==> config.mk <==
export PLATFORM = sky130hd
export DESIGN_NAME = irq_wire_agg
export DESIGN_NICKNAME = d
export VERILOG_FILES = /design/src/rtl/irq_agg_pkg.sv /design/src/rtl/irq_agg_decode.sv /design/src/rtl/irq_agg_sense.sv /design/src/rtl/irq_agg_rdmux.sv /design/src/rtl/irq_wire_agg.sv
export SDC_FILE = /design/constraint.sdc
export NUM_CORES = 1
export LEC_CHECK = 0
export BUFFER_PORTS_ARGS = -buffer_cell sky130_fd_sc_hd__buf_2
export CAP_MARGIN = 10
export CORE_MARGIN = 2
export CORE_UTILIZATION = 50
export DETAILED_ROUTE_END_ITERATION = 8
export HOLD_SLACK_MARGIN = 0.06
export PLACE_DENSITY_LB_ADDON = 0.2
export SLEW_MARGIN = 20
export SYNTH_ARGS = -nofsm -noshare
export SYNTH_HDL_FRONTEND = slang
export SYNTH_SLANG_ARGS = --single-unit
==> constraint.sdc <==
create_clock -name clk -period 2.7 [get_ports clk]
set_input_delay 0.54 -clock clk [delete_from_list [all_inputs] [get_ports clk]]
set_output_delay 0.54 -clock clk [all_outputs]
set_load 0.05 [all_outputs]
==> src/rtl/irq_agg_pkg.sv <==
package irq_agg_pkg;
    localparam int unsigned OFS_PEND  = 32'h00;
    localparam int unsigned OFS_RAISE = 32'h08;
    localparam int unsigned OFS_DIS   = 32'h10;
    localparam int unsigned OFS_CTRL  = 32'h28;
    localparam int unsigned CTRL_EDGE_BIT = 3;
    localparam int unsigned CTRL_MSG_BIT  = 5;
    localparam int unsigned NREG = 4;

    typedef enum logic [1:0] {
        SEL_PEND  = 2'd0,
        SEL_RAISE = 2'd1,
        SEL_DIS   = 2'd2,
        SEL_CTRL  = 2'd3
    } reg_sel_e;
endpackage

==> src/rtl/irq_agg_decode.sv <==
module irq_agg_decode
    import irq_agg_pkg::*;
#(
    parameter int AW = 8
) (
    input  logic            sel,
    input  logic            wr,
    input  logic [AW-1:0]   addr,
    output logic [NREG-1:0] hit,
    output logic [NREG-1:0] wstb
);
    localparam logic [AW-1:0] A_PEND  = AW'(OFS_PEND);
    localparam logic [AW-1:0] A_RAISE = AW'(OFS_RAISE);
    localparam logic [AW-1:0] A_DIS   = AW'(OFS_DIS);
    localparam logic [AW-1:0] A_CTRL  = AW'(OFS_CTRL);

    always_comb begin
        hit = '0;
        hit[SEL_PEND]  = (addr == A_PEND);
        hit[SEL_RAISE] = (addr == A_RAISE);
        hit[SEL_DIS]   = (addr == A_DIS);
        hit[SEL_CTRL]  = (addr == A_CTRL);
        wstb = (sel && wr) ? hit : '0;
    end
endmodule

==> src/rtl/irq_agg_sense.sv <==
module irq_agg_sense #(
    parameter int NSRC = 32
) (
    input  logic [NSRC-1:0] line,
    input  logic [NSRC-1:0] line_prev,
    input  logic            edge_mode,
    output logic [NSRC-1:0] capture
);
    for (genvar i = 0; i < NSRC; i++) begin : g_src
        assign capture[i] = edge_mode ? (line[i] & ~line_prev[i]) : line[i];
    end
endmodule

==> src/rtl/irq_agg_rdmux.sv <==
module irq_agg_rdmux
    import irq_agg_pkg::*;
#(
    parameter int NSRC = 32
) (
    input  logic [NREG-1:0] hit,
    input  logic            rd_en,
    input  logic [NSRC-1:0] pend,
    input  logic [NSRC-1:0] dis,
    input  logic            edge_mode,
    input  logic            msg_mask,
    output logic [NSRC-1:0] rdata
);
    logic [NSRC-1:0] ctrl_word;

    always_comb begin
        ctrl_word = '0;
        ctrl_word[CTRL_EDGE_BIT] = edge_mode;
        ctrl_word[CTRL_MSG_BIT]  = msg_mask;
        rdata = '0;
        if (rd_en) begin
            if (hit[SEL_PEND])      rdata = pend;
            else if (hit[SEL_DIS])  rdata = dis;
            else if (hit[SEL_CTRL]) rdata = ctrl_word;
        end
    end
endmodule

==> src/rtl/irq_wire_agg.sv <==
module irq_wire_agg
    import irq_agg_pkg::*;
#(
    parameter int NSRC = 32,
    parameter int AW   = 8
) (
    input  logic            clk,
    input  logic            rst_n,
    input  logic [NSRC-1:0] irq_in,
    input  logic            bus_sel,
    input  logic            bus_wr,
    input  logic [AW-1:0]   bus_addr,
    input  logic [NSRC-1:0] bus_wdata,
    output logic [NSRC-1:0] bus_rdata,
    output logic            irq_out
);
    typedef struct packed {
        logic [NSRC-1:0] pend;
        logic [NSRC-1:0] dis;
        logic [NSRC-1:0] line_prev;
        logic            edge_mode;
        logic            msg_mask;
    } state_t;

    state_t st_d, st_q;
    logic [NREG-1:0] hit, wstb;
    logic [NSRC-1:0] capture;
    logic [NSRC-1:0] pend_vis, dis_vis;
    logic            edge_vis;

    irq_agg_decode #(.AW(AW)) u_decode (
        .sel  (bus_sel),
        .wr   (bus_wr),
        .addr (bus_addr),
        .hit  (hit),
        .wstb (wstb)
    );

    irq_agg_sense #(.NSRC(NSRC)) u_sense (
        .line      (irq_in),
        .line_prev (st_q.line_prev),
        .edge_mode (st_q.edge_mode),
        .capture   (capture)
    );

    irq_agg_rdmux #(.NSRC(NSRC)) u_rdmux (
        .hit       (hit),
        .rd_en     (bus_sel && !bus_wr),
        .pend      (st_q.pend),
        .dis       (st_q.dis),
        .edge_mode (st_q.edge_mode),
        .msg_mask  (st_q.msg_mask),
        .rdata     (bus_rdata)
    );

    always_comb begin
        logic [NSRC-1:0] keep;
        logic [NSRC-1:0] raise;
        st_d = st_q;
        keep  = wstb[SEL_PEND]  ? bus_wdata : '1;
        raise = wstb[SEL_RAISE] ? bus_wdata : '0;
        // captures and software raises are ORed after the clear: set wins
        st_d.pend      = (st_q.pend & keep) | raise | capture;
        st_d.line_prev = irq_in;
        if (wstb[SEL_DIS]) begin
            st_d.dis = bus_wdata;
        end
        if (wstb[SEL_CTRL]) begin
            st_d.edge_mode = bus_wdata[CTRL_EDGE_BIT];
            st_d.msg_mask  = bus_wdata[CTRL_MSG_BIT];
        end
    end

    always_ff @(posedge clk or negedge rst_n) begin
        if (!rst_n) begin
            st_q.pend      <= '0;
            st_q.dis       <= '1;
            st_q.line_prev <= '0;
            st_q.edge_mode <= 1'b0;
            st_q.msg_mask  <= 1'b0;
        end else begin
            st_q <= st_d;
        end
    end

    assign irq_out  = |(st_q.pend & ~st_q.dis);
    assign pend_vis = st_q.pend;
    assign dis_vis  = st_q.dis;
    assign edge_vis = st_q.edge_mode;
endmodule

==> results.rst <==
.. list-table::
   :header-rows: 1

   * - Metric
     - Value
   * - Number of warnings issued by yosys
     - 0
   * - TritonCTS buffer count
     - 9
   * - Post-synthesis instance area
     - roughly 4400 sq um
   * - Most frequent cells in the layout
     - sky130_fd_sc_hd__buf_2 (73), sky130_fd_sc_hd__dfrtp_1 (66), sky130_fd_sc_hd__nand2_1 (65), sky130_fd_sc_hd__nor2_1 (34), sky130_fd_sc_hd__inv_1 (33)
   * - Ports
     - between 100 and 150
   * - Remaining Overflow, GRT
     - 0
   * - RSZ-0062 raised after global routing
     - yes
   * - Antenna Cells
     - 0
   * - Post-DR vias/cell
     - ~5.6
   * - Post-synth EDFFs
     - 0
   * - Final critical-path setup slack
     - -0.03619 ns
   * - Total via count in the routed design
     - 3839
   * - Crit path max fanout
     - 8
   * - Kind of cell with the highest combined delay on the critical path
     - simple AND/OR/NAND/NOR gates
   * - Clock slew at the register clock pins of the worst setup and hold paths
     - 0.09 ns
   * - Leak pwr
     - between 2 and 3 nW
   * - Result of the run
     - finished with violations
   * - Hold violation count in the final report
     - 0
   * - Path type of the worst min-delay path
     - primary input to async pin
   * - Placed wire-length estimate after detailed placement
     - about 8200 um
   * - CP Class
     - primary input to primary output
   * - Combined buffer and inverter count along the critical path
     - 4
   * - Die Height
     - a little under 100 um
   * - Input/output buffers
     - about 110
   * - Critical Path Slowest Stage Cell
     - sky130_fd_sc_hd__or4_4
   * - Share of the cycle needed by the critical path after routing
     - 101.3%
   * - Number of antenna violations at the first check in global routing
     - 0
   * - Count of routing violations after the opening detailed-route iteration
     - about 190
   * - Ordered list of cells on the worst path
     - buf_6, or4_4, nor4_4, buf_6, clkbuf_16, a22oi_1, nor2_4, buf_6
   * - Critical path data required time
     - 2.16 ns
   * - Share of cells above drive strength 1
     - roughly two fifths
   * - Initial Utilization
     - about half
   * - Startpoint kind of the worst setup timing path
     - primary input
   * - Die extent in x
     - approximately 100 um
   * - Peak supply drop
     - 0.2988 mV
   * - Failing checks
     - setup timing
   * - Total of endpoints with negative setup slack in the final report
     - 28
   * - Most common library cell in the layout ignoring fill and taps
     - sky130_fd_sc_hd__buf_2
   * - Final non-filler cell area
     - about 6000 sq um
   * - Clock latency on the worst-skew pair
     - between 0.3 and 0.4 ns
   * - Maxcap violations
     - 0
   * - Maximum frequency from static timing analysis
     - between 0.3 and 0.4 GHz
   * - PD cells
     - 452.2 nW/um^2
   * - Vias in the first global route
     - approximately 4000
   * - Final weighted congestion of routability-driven global placement
     - 0.8742
   * - Total clock sinks
     - 98
   * - Detail-routed net length per standard cell
     - 18.27 um
   * - First-pass iteration count of the detailed router
     - 5
   * - Signal arrival time at the worst endpoint
     - approximately 2.2 ns
   * - Pin slew with the least headroom to its limit
     - around 0.57 ns
   * - Top FF cell, synth
     - sky130_fd_sc_hd__dfrtp_1
   * - Gate count after technology mapping
     - approximately 450
   * - Core region area
     - between 8000 and 9000 sq um
   * - Remaining design rule violation count
     - 0
   * - Min Tclk post-route
     - between 2 and 3 ns
   * - Nets in the synthesized netlist
     - between 500 and 600
   * - Synthesized area per cell
     - 9.832 sq um
   * - CP dominant cell by count
     - sky130_fd_sc_hd__buf_6
   * - Placed cell area
     - 5485 sq um
   * - Global routing usage summed across all routing layers
     - about a quarter
   * - Share of flip-flops with an asynchronous set or reset after synthesis
     - 100.0%
   * - Final Max Tran Viols
     - 0
   * - Detail Route Antenna Nets
     - 0
   * - Distinct cell type count after synthesis
     - 29
   * - Clock root buffer
     - sky130_fd_sc_hd__clkbuf_8
   * - Largest net degree at the start of global routing
     - 44
   * - Clock Skews
     - approximately 0.01 ns
   * - Wire length of the first global-routing pass
     - around 20000 um
   * - H-Tree Depth
     - 3
   * - TritonCTS clock tree
     - built
   * - Max-slew headroom
     - 61.83%
   * - Count of state elements after synthesis
     - 98
   * - Largest stage delay on the critical path
     - 0.56 ns
   * - Area growth syn-to-layout
     - 35.70%
   * - Setup crit end kind
     - primary output
   * - Row count
     - 34
   * - Fraction of the yosys area taken by sequential cells
     - between 50% and 60%
   * - Nets@finish
     - about 650
   * - Clock Tree Buf Depth
     - 2
   * - Worst slack on hold paths
     - 0.1584 ns
   * - WL final
     - roughly 13000 um
   * - Die ar.
     - approximately 9700 sq um
[Yosys cell counts (6+ instances only)]
library cell | number | share of area [%]
sky130_fd_sc_hd__o22ai_1 | 16 | 2.3
sky130_fd_sc_hd__clkbuf_1 | 14 | 1.2
sky130_fd_sc_hd__buf_2 | 6 | 0.68
sky130_fd_sc_hd__o21ai_1 | 30 | 3.4
sky130_fd_sc_hd__nand2_1 | 65 | 5.5
sky130_fd_sc_hd__dfrtp_1 | 66 | 37
sky130_fd_sc_hd__dfstp_2 | 32 | 19
sky130_fd_sc_hd__a22oi_1 | 31 | 5.2
sky130_fd_sc_hd__a21oi_1 | 33 | 3.7
sky130_fd_sc_hd__mux2_1 | 30 | 7.6
sky130_fd_sc_hd__nor2_1 | 65 | 5.5
sky130_fd_sc_hd__inv_1 | 33 | 2.8
[power by group]
group,internal (W),switching (W)
registers,0.00152,0.0000189
clock network,0.000480,0.000505
logic,0.0000811,0.000125
[registers in the layout, summed over array words and instances, names as in the netlist]
register / cells
pend_vis: 32
edge_vis: 1
dis_vis: 32
st_q: 33
[logic make-up after synthesis]
kind of cell           after synthesis  synth area share [%]
flip-flops                          98                 56.08
AO/OA/AOI/OAI                      114                 15.20
multiplexers                        34                 8.615
buffers and inverters               56                 5.405
AND/OR/NAND/NOR                    150                 14.70
[layer usage]
| metal | up-vias | GRT usage (%) | part of all wire [%] |
|---|---|---|---|
| met2 | 133 | 42.65 | 50 |
| met1 | 1891 | 35.13 | 42 |
| met3 | 23 | 4.366 | 5.9 |
| met4 | 0 | 9.589 | 2.1 |
| met5 | - | 0 | 0 |
| li1 | 1792 | - | - |
[path summary, 6_finish.rpt]
| kind | end | depth (start not counted) | slack [ns] | startpoint |
|---|---|---|---|---|
| worst min register to register | pend_vis[14] | 3 | 0.51 | st_q[16] |
| worst max register to register | pend_vis[5] | 4 | 1.56 | edge_vis |
| min in group clk | st_q[10] | 1 | 0.29 | irq_in[8] |
| worst min-delay path | st_q[24] | 1 | 0.16 | rst_n |
| max in group asynchronous | dis_vis[12] | 2 | 1.73 | rst_n |
| worst max-delay path | bus_rdata[26] | 8 | -0.04 | bus_addr[5] |
[stage by stage]
| stage | worst slack, ns | TNS (ns) | util, % | std cells | total power [W] |
|---|---|---|---|---|---|
| 2_1_floorplan | 0.03336 | 0 | - | 452 | 0.001618 |
| 3_3_place_gp | -0.07369 | -1.412 | 63.21 | 664 | 0.001757 |
| 3_5_place_dp | -0.1052 | -2.248 | 63.21 | 664 | 0.001764 |
| 4_1_cts | -0.01359 | -0.01938 | 67.63 | 680 | 0.002742 |
| 5_1_grt | -0.08479 | -2.034 | 69.49 | 686 | 0.002817 |
| 6_report | -0.03619 | -0.5930 | 69.49 | 686 | 0.002727 |
[worst register-to-register path, delay by kind of cell (launching register included)]
kind	cells	cell delay [ns]
AO/OA/AOI/OAI	1	0.07
buffers and inverters	1	0.38
flip-flops	1	0.36
AND/OR/NAND/NOR	2	0.23
[timing repair]
action / in CTS / in global routing
resized for setup: 58 / 19
hold buffers: 0 / 0
gates cloned: 0 / 3
pin swaps: 0 / 2
setup endpoints to repair: 32 / 32
setup buffers: 0 / 3
[layout make-up]
| class | instances | area (sq um) |
|---|---|---|
| Inverter | 33 | 123.9 |
| Multi-Input combinational cell | 298 | 1994 |
| Sequential cell | 98 | 2492 |
| Clock buffer | 12 | 155.1 |
| Fill cell | 690 | 2648 |
| Tap cell | 108 | 135.1 |
| Timing Repair Buffer | 133 | 1079 |
| Clock inverter | 4 | 51.30 |
Note: power is estimated with default switching activity, not from simulation.
